<file path="config.mk">
export PLATFORM = sky130hd
export DESIGN_NAME = phy_cbus_master
export DESIGN_NICKNAME = d
export VERILOG_FILES = /design/src/rtl/cbus_pkg.sv /design/src/rtl/cbus_ack_sync.sv /design/src/rtl/cbus_phase_timer.sv /design/src/rtl/cbus_sequencer.sv /design/src/rtl/phy_cbus_master.sv
export SDC_FILE = /design/constraint.sdc
export NUM_CORES = 1
export LEC_CHECK = 0
export ABC_AREA = 1
export BUFFER_PORTS_ARGS = -buffer_cell sky130_fd_sc_hd__buf_4
export CORE_UTILIZATION = 25
export CTS_BUF_LIST = sky130_fd_sc_hd__clkbuf_4 sky130_fd_sc_hd__clkbuf_8 sky130_fd_sc_hd__clkbuf_16
export DETAILED_ROUTE_END_ITERATION = 6
export SLEW_MARGIN = 15
export SYNTH_ARGS = -nofsm -noshare
export SYNTH_HDL_FRONTEND = slang
export SYNTH_SLANG_ARGS = --single-unit
</file>
<file path="constraint.sdc">
create_clock -name clk -period 1.9 [get_ports clk]
set_clock_uncertainty 0.2 [all_clocks]
set_input_delay 0 -clock clk [delete_from_list [all_inputs] [get_ports clk]]
set_output_delay 0 -clock clk [all_outputs]
set_load 0.05 [all_outputs]
</file>
<file path="src/rtl/cbus_pkg.sv">
package cbus_pkg;
  typedef enum logic [1:0] {
    ST_IDLE  = 2'd0,
    ST_SETUP = 2'd1,
    ST_RAISE = 2'd2,
    ST_DROP  = 2'd3
  } seq_state_e;

  typedef enum logic [1:0] {
    PH_ADDR = 2'd0,
    PH_DATA = 2'd1,
    PH_XFER = 2'd2
  } phase_e;
endpackage

</file>
<file path="src/rtl/cbus_ack_sync.sv">
module cbus_ack_sync #(
  parameter int STAGES = 2
) (
  input  logic clk,
  input  logic rst_n,
  input  logic async_i,
  output logic sync_o
);
  logic [STAGES-1:0] chain_q;

  always_ff @(posedge clk or negedge rst_n) begin
    if (!rst_n) chain_q <= '0;
    else        chain_q <= {chain_q[STAGES-2:0], async_i};
  end

  assign sync_o = chain_q[STAGES-1];
endmodule

</file>
<file path="src/rtl/cbus_phase_timer.sv">
module cbus_phase_timer #(
  parameter int TW = 16
) (
  input  logic          clk,
  input  logic          rst_n,
  input  logic          wait_en,
  input  logic          restart,
  input  logic [TW-1:0] limit,
  output logic          expired
);
  logic [TW-1:0] cnt_q;

  always_ff @(posedge clk or negedge rst_n) begin
    if (!rst_n)                  cnt_q <= '0;
    else if (!wait_en || restart) cnt_q <= '0;
    else if (cnt_q != limit)     cnt_q <= cnt_q + 1'b1;
  end

  assign expired = wait_en && (cnt_q == limit);
endmodule

</file>
<file path="src/rtl/cbus_sequencer.sv">
module cbus_sequencer
  import cbus_pkg::*;
#(
  parameter int DW = 16
) (
  input  logic          clk,
  input  logic          rst_n,
  input  logic          cmd_valid,
  input  logic          cmd_write,
  input  logic [DW-1:0] cmd_addr,
  input  logic [DW-1:0] cmd_wdata,
  input  logic          ack_s,
  input  logic [DW-1:0] ctl_dout,
  input  logic          expired,
  output logic          cmd_ready,
  output logic          busy,
  output logic          waiting,
  output logic          advance,
  output logic          stb_addr,
  output logic          stb_data,
  output logic          stb_read,
  output logic          stb_write,
  output logic [DW-1:0] ctl_din,
  output logic          rsp_valid,
  output logic [DW-1:0] rsp_rdata,
  output logic          rsp_error
);
  seq_state_e    state_q;
  phase_e        phase_q;
  logic          is_wr_q;
  logic [DW-1:0] din_q, wdata_q, rdata_q;
  logic          met, high;

  assign met     = (state_q == ST_RAISE && ack_s) || (state_q == ST_DROP && !ack_s);
  assign waiting = (state_q == ST_RAISE) || (state_q == ST_DROP);
  assign advance = waiting && met;

  always_ff @(posedge clk or negedge rst_n) begin
    if (!rst_n) begin
      state_q   <= ST_IDLE;
      phase_q   <= PH_ADDR;
      is_wr_q   <= 1'b0;
      din_q     <= '0;
      wdata_q   <= '0;
      rdata_q   <= '0;
      rsp_valid <= 1'b0;
      rsp_error <= 1'b0;
    end else begin
      rsp_valid <= 1'b0;
      rsp_error <= 1'b0;
      unique case (state_q)
        ST_IDLE: if (cmd_valid) begin
          state_q <= ST_SETUP;
          phase_q <= PH_ADDR;
          is_wr_q <= cmd_write;
          din_q   <= cmd_addr;
          wdata_q <= cmd_wdata;
          rdata_q <= '0;
        end
        ST_SETUP: state_q <= ST_RAISE;
        ST_RAISE: begin
          if (met) begin
            state_q <= ST_DROP;
            if (phase_q == PH_XFER && !is_wr_q) rdata_q <= ctl_dout;
          end else if (expired) begin
            state_q   <= ST_IDLE;
            phase_q   <= PH_ADDR;
            rsp_valid <= 1'b1;
            rsp_error <= 1'b1;
          end
        end
        ST_DROP: begin
          if (met) begin
            unique case (phase_q)
              PH_ADDR: begin
                state_q <= ST_SETUP;
                phase_q <= is_wr_q ? PH_DATA : PH_XFER;
                if (is_wr_q) din_q <= wdata_q;
              end
              PH_DATA: begin
                state_q <= ST_SETUP;
                phase_q <= PH_XFER;
              end
              default: begin
                state_q   <= ST_IDLE;
                phase_q   <= PH_ADDR;
                rsp_valid <= 1'b1;
              end
            endcase
          end else if (expired) begin
            state_q   <= ST_IDLE;
            phase_q   <= PH_ADDR;
            rsp_valid <= 1'b1;
            rsp_error <= 1'b1;
          end
        end
        default: state_q <= ST_IDLE;
      endcase
    end
  end

  assign high      = (state_q == ST_RAISE);
  assign stb_addr  = high && (phase_q == PH_ADDR);
  assign stb_data  = high && (phase_q == PH_DATA);
  assign stb_read  = high && (phase_q == PH_XFER) && !is_wr_q;
  assign stb_write = high && (phase_q == PH_XFER) && is_wr_q;
  assign ctl_din   = din_q;
  assign rsp_rdata = rdata_q;
  assign cmd_ready = (state_q == ST_IDLE);
  assign busy      = (state_q != ST_IDLE);
endmodule

</file>
<file path="src/rtl/phy_cbus_master.sv">
module phy_cbus_master #(
  parameter int DW = 16,
  parameter int TW = 16,
  parameter int SYNC_STAGES = 2
) (
  input  logic          clk,
  input  logic          rst_n,
  input  logic          cmd_valid,
  output logic          cmd_ready,
  input  logic          cmd_write,
  input  logic [DW-1:0] cmd_addr,
  input  logic [DW-1:0] cmd_wdata,
  input  logic [TW-1:0] tmo_limit,
  output logic          rsp_valid,
  output logic [DW-1:0] rsp_rdata,
  output logic          rsp_error,
  output logic          busy,
  output logic          stb_addr,
  output logic          stb_data,
  output logic          stb_read,
  output logic          stb_write,
  output logic [DW-1:0] ctl_din,
  input  logic          ctl_ack,
  input  logic [DW-1:0] ctl_dout
);
  logic ack_s, waiting, advance, expired;

  cbus_ack_sync #(.STAGES(SYNC_STAGES)) u_sync (
    .clk(clk), .rst_n(rst_n), .async_i(ctl_ack), .sync_o(ack_s)
  );

  cbus_phase_timer #(.TW(TW)) u_timer (
    .clk(clk), .rst_n(rst_n), .wait_en(waiting), .restart(advance),
    .limit(tmo_limit), .expired(expired)
  );

  cbus_sequencer #(.DW(DW)) u_seq (
    .clk(clk), .rst_n(rst_n),
    .cmd_valid(cmd_valid), .cmd_write(cmd_write),
    .cmd_addr(cmd_addr), .cmd_wdata(cmd_wdata),
    .ack_s(ack_s), .ctl_dout(ctl_dout), .expired(expired),
    .cmd_ready(cmd_ready), .busy(busy), .waiting(waiting), .advance(advance),
    .stb_addr(stb_addr), .stb_data(stb_data), .stb_read(stb_read), .stb_write(stb_write),
    .ctl_din(ctl_din), .rsp_valid(rsp_valid), .rsp_rdata(rsp_rdata), .rsp_error(rsp_error)
  );
endmodule

</file>
### Word-level counts from Yosys, hierarchy flattened

Index checks and enable logic that the tools add are counted.

* bits of input ports: 69
* logic and storage cells: 84
* bits in registers: 73
* output and inout port bits: 40

* reductions and logical operators: 29
* eq/ne operators: 14
* add/subtract/negate cells: 1
* mux-type cells: 30

Operators by type and width (number)
* $mux 16: 9
* $pmux 16 s2: 2
* $mux 2: 9
* $add 16x1->16 const B: 1
* $eq 16x16->1: 1
* $ne 16x16->1: 1
* $logic_and 1x1->1: 10
* $ne 2x2->1 const B: 4
* $pmux 2 s4: 1
* $reduce_bool 2->1: 4
* $eq 2x2->1 const B: 3
* $mux 1: 6
* $ne 2x1->1 const B: 3
* $pmux 2 s3: 1
* $reduce_and 5->1: 1
* $eq 2x1->1 const B: 2
* $logic_not 2->1: 2
* $pmux 2 s2: 1
* $reduce_and 4->1: 1
* $reduce_or 2->1: 2
* $logic_not 1->1: 3
* $logic_or 1x1->1: 3
* $reduce_and 3->1: 1
* $reduce_bool 3->1: 1
* 2 further kinds: 2

### Depth between registers and ports, before layout

* word-level depth: 6
* mapped depth: 13
* gate-level depth less buffers: 13

### Modules after synthesis

A second synthesis with hierarchy kept.

* cells, all modules: 535
* area total of the unflattened synthesis: 4003.8 µm²

Modules (own cells, without submodules)
* cbus_sequencer: cells each 299, sequential area each 1376.3 µm², area an instance 2492.4 µm², times used 1
* cbus_phase_timer: cells each 234, sequential area each 400.4 µm², area an instance 1461.4 µm², times used 1
* cbus_ack_sync: cells each 2, sequential area each 50.0 µm², area an instance 50.0 µm², times used 1

### Worst setup path after synthesis

Ideal clock, no wire load.

* kind: register to register
* start point: register u_seq.state_q[1]
* end point: register u_seq.phase_q[1]
* stages on the path, launching flop included: 8
* period minus slack after synthesis: 2.519 ns
* slack: -0.619 ns
* buffers on the path: 0
* required time: 1.635 ns
* arrival time: 2.254 ns
* setup time: 0.065 ns
* cells stage by stage: dfrtp_1 -> nor2_1 -> inv_1 -> nor2_1 -> nor2_1 -> o21ai_1 -> nand2_1 -> nand2_1

* elaborated cells between the ends (all ways): 16
* those cells by class: 4 x eq/ne; 4 x mux; 8 x reduce/logical

RTL lines
* from (decl): RTL line cbus_sequencer.sv:28 `seq_state_e state_q;`
* from (signal assigned): RTL line cbus_sequencer.sv:40 `state_q <= ST_IDLE;`
* from (signal assigned): RTL line cbus_sequencer.sv:53 `state_q <= ST_SETUP;`
* from (signal assigned): RTL line cbus_sequencer.sv:60 `ST_SETUP: state_q <= ST_RAISE;`
* $logic_not 2->1 (*)
* via cmd_ready: RTL line phy_cbus_master.sv:9 `output logic cmd_ready,`
* $ne 2x2->1 (no source line) / $reduce_bool 3->1 (equally long branches)
* $reduce_and 3->1 (no source line)
* to (signal assigned): RTL line cbus_sequencer.sv:77 `phase_q <= is_wr_q ? PH_DATA : PH_XFER;`
* to (decl): RTL line cbus_sequencer.sv:29 `phase_e phase_q;`

The timed path passes the listed nets; every way through them passes the cells marked *. The select of a mux whose other input is x is not followed.
A chain may end at the register's enable or synchronous reset.

### Worst setup path after layout

* start point: register u_timer.cnt_q[1]
* end point: register u_timer.cnt_q[14]

* word-level cells in the longest chain between the ends: 3
* elaborated cells between the ends (all ways): 5
* those cells by class: 1 x add/sub; 1 x eq/ne; 2 x mux; 1 x reduce/logical

RTL lines
* from (decl): RTL line cbus_phase_timer.sv:11 `logic [TW-1:0] cnt_q;`
* from (signal assigned): RTL line cbus_phase_timer.sv:16 `else if (cnt_q != limit) cnt_q <= cnt_q + 1'b1;`
* $add 16x1->16: RTL line cbus_phase_timer.sv:16
* $mux 16: RTL line cbus_phase_timer.sv:16
* $mux 16: RTL line cbus_phase_timer.sv:15 `else if (!wait_en || restart) cnt_q <= '0;`

Parallel ways exist; a longest one is shown, timed or not. The select of a mux whose other input is x is not followed.

==> impl_summary.txt <==
----------------------------------------------------
[Die]
  Number of rows in the core area ... 44
  Core region area ... 0.01464 mm2
  Number of ports placed on the die boundary ... 109
  Starting density of the core ... 25.73%
  Die extent in x ... 124.8 um
  Area of the die ... 0.01556 mm2
  Die boundary height ... 124.8 um

[Placed design]
  Number of input and output port buffers inserted ... 108
  Placed Cells incl. Taps ... 741
  Worst slack at placement ... 4.785 ps
  Weighted congestion reported at the end of routability-driven placement ... 0.8706
  Sum of net half-perimeters after detailed placement ... 7.346 mm

[Global route]
  Initial antenna violation count ... 0
  Number of global-route vias before repair ... 3726
  Pin count of the biggest net entering global routing ... 35
  GRT Overall Usage ... 14.48%
  First-pass GRT wire length ... 17.83 mm
  Congestion Overflow GR ... 0

[Setup path]
  Highest fanout seen on the critical path ... 3
  Launching instance or port of the critical path ... u_timer.cnt_q[1]$_DFFE_PN0P_
  Worst r2r dst ... u_timer.cnt_q[14]$_DFFE_PN0P_
  Register-to-Register Setup Slack ... 60 ps
  Setup crit end kind ... register
  Required time at the endpoint of the critical path ... 1930 ps
  Critical Path Sink ... u_timer.cnt_q[14]$_DFFE_PN0P_
  Launching point of the worst reg2reg path ... u_timer.cnt_q[1]$_DFFE_PN0P_
  Kind of launch point of the worst setup path ... register
  Number of cells on the worst reg-to-reg path ... 8
  Data arrival time of the critical path ... 1870 ps
  Start-to-end type of the worst setup path ... register to register

[Synthesis]
  Sequential fraction of the synthesis area ... 48.49%
  Netlist Area Pre-Place ... 0.003767 mm2
  Total number of yosys warnings ... 0
  Top_reg_cell synth ... dfrtp_1
  Average footprint of a synthesized cell ... 8.372 um2
  Async set-reset flop share out of synthesis ... 100.0%
  Distinct cell type count of the synthesized netlist ... 31
  Flip-flop and latch count after synthesis ... 73
  Cells after Synth ... 450
  Number of synthesized flops with an enable pin ... 0
  Syn Nets ... 520

[Final layout]
  Layout cell share with drive strength beyond 1 ... 34.65%
  Area growth from synthesis to layout ... 54.23%
  Diodes inserted ... 0
  Final Non-Filler Cells ... 819
  Final nets ... 700

[STA]
  Fmax achieved ... 543.8 MHz
  Setup Viol. Count Final ... 0
  Actual slew at the worst max-slew pin ... 397.9 ps
  Worst path setup slack after routing ... 60.92 ps
  Final cycle utilization of the critical path ... 96.79%
  Final Hold Fails ... 0
  Final Critical Period ... 1839 ps
  RSZ-0062 raised after global routing ... yes
  Worst hold slack after final layout ... 123.7 ps
  Worst slew margin relative to its limit ... 73.47%
  Total count of max-transition violations in the final report ... 0
  Accumulated negative setup slack ... 0 ps

[CTS]
  CTS Root Cell ... clkbuf_16
  Depth of the CTS H-tree ... 3
  Num Clock Sinks ... 73
  TritonCTS clock tree ... done
  CTS clk-pin slew, worst paths ... 60 ps
  Number of clock buffers inserted by TritonCTS ... 9
  Later-pin clock latency in the skew report ... 340 ps
  Maximum clock insertion buffer count ... 2

[Status]
  Status ... finished, violations left
  Failing checks ... DRC

[Job]
  Number of maximum-capacitance violations ... 0

[Routing]
  Drt first pass iters ... 6
  Final routed wire length divided by cell count ... 13.17 um
  Routed vias/inst ... 4.407
  Initial detailed-routing violation count ... 134
  Wirelength, routed ... 10.78 mm
  Overall via count from detail_route ... 3609
  Residual antenna-violating net count after detailed routing ... 0
  Remaining routing DRC violations ... 9

[Worst hold path]
  Path type of the worst min-delay path ... primary input to register

[Pwr]
  Worst vdd ir ... 1.047 mV
  Leakage ... 2.776 nW
  Power density relative to cell area ... 1389 mW/mm2

----------------------------------------------------
==> registers in the layout (all words and copies together) (netlist names) <==
register	count
u_seq.phase_q	2
u_seq.ctl_din	16
u_seq.rsp_rdata	16
u_seq.wdata_q	16
u_seq.state_q	2
u_timer.cnt_q	16
u_seq.rsp_error	1
u_seq.rsp_valid	1
u_seq.is_wr_q	1
u_sync.chain_q	2
==> metal layers <==
layer / up-vias / track usage [%] / routed length, um
met4: 0 / 4.430 / 163
met2: 123 / 25.02 / 5307
met1: 1670 / 16.43 / 4554
li1: 1803 / - / -
met5: - / 0 / 0
met3: 13 / 5.541 / 759
==> how the worst min path moves through the flow <==
stage          startpoint  cells past startpoint                            end  slack [ps]
2_1_floorplan       rst_n                      0   u_seq.ctl_din[0]$_DFFE_PN0P_        -500
3_3_place_gp        rst_n                      1  u_seq.wdata_q[15]$_DFFE_PN0P_        -240
3_5_place_dp        rst_n                      1  u_seq.wdata_q[15]$_DFFE_PN0P_        -240
4_1_cts           ctl_ack                      2    u_sync.chain_q[0]$_DFF_PN0_         110
5_1_grt           ctl_ack                      2    u_sync.chain_q[0]$_DFF_PN0_         110
6_report          ctl_ack                      2    u_sync.chain_q[0]$_DFF_PN0_         120
==> synth_stat cells (all sizes together) (2+ instances only) <==
library cell / n / share of area [%]
nand2: 154 / 16
dfrtp: 73 / 48
nor2: 46 / 4.9
inv: 45 / 4.5
o21ai: 35 / 6.3
mux2: 17 / 5.1
a31oi: 16 / 2.7
buf: 14 / 3.4
a21oi: 13 / 1.9
nand3: 10 / 1.3
nor3: 10 / 1.3
xor2: 4 / 0.93
nand4: 3 / 0.50
nor4: 2 / 0.33
==> power breakdown <==
part	internal [W]	switching, W
Clock	0.000914	0.000702
Combinational	0.00144	0.00258
Sequential	0.00208	0.000359
Total	0.00443	0.00364
==> repair_timing <==
action                                  4_1_cts  5_1_grt
cloned                                        0        0
hold buffers                                 54        0
endpoints found under the setup margin        5       18
endpoints found under the hold margin       126        0
setup buffers                                 1        7
pin swaps                                     0        5
resized for setup                             4       22
==> worst max-delay path, cell delays in order, from the launching register on <==
cell	delay (ps)
dfrtp_1	370
ha_1	190
nand2_2	80
nor2_4	140
nand2_2	90
nor2_2	130
nand4_1	120
xor2_1	170
o31ai_1	240
==> cell usage in the layout, fill, tap and decap left out, types with 6 or more instances in the layout <==
master,Yosys,routed
nand2_2,3,6
mux2_2,17,17
o21ai_1,7,8
dlygate4sd3_1,0,53
o21ai_0,11,10
a21oi_1,11,9
clkbuf_16,0,9
inv_2,8,8
inv_1,37,36
a31oi_1,16,16
dfrtp_1,73,70
nor2_1,41,37
nand2_1,149,145
o21ai_2,17,17
nand3_1,10,10
nor3_1,10,7
buf_4,1,123
==> stage by stage <==
stage / cell area (um2) / utilization [%] / power, W
final: 5811 / 39.68 / 0.008068
after global routing: 5811 / 39.68 / 0.008605
after CTS: 5682 / 38.80 / 0.008020
after detailed placement: 4828 / 32.97 / 0.006220
after global placement: 4828 / 32.97 / 0.006120
after floorplan: 3790 / - / 0.005148
==> final cells by class <==
class	instances	area [um2]
Clock inverter	6	51.30
Tap cell	184	230.2
Timing Repair Buffer	184	1579
Sequential cell	73	1831
Inverter	46	175.2
Clock buffer	10	232.7
Multi-Input combinational cell	316	1712
Fill cell	1447	8833
==> logic make-up (layout without fill, tap and decap cells) <==
logic type,count (synthesis),in the layout,synth area share (%)
AO/OA/AOI/OAI,68,68,12.52
XOR/XNOR,4,4,0.9298
adder cells (fa/ha/maj),1,1,0.3321
buffers and inverters,61,246,8.104
flip-flops,73,73,48.49
multiplexers,17,17,5.081
AND/OR/NAND/NOR,226,226,24.54
No activity file was read; power rests on OpenSTA's default activity.
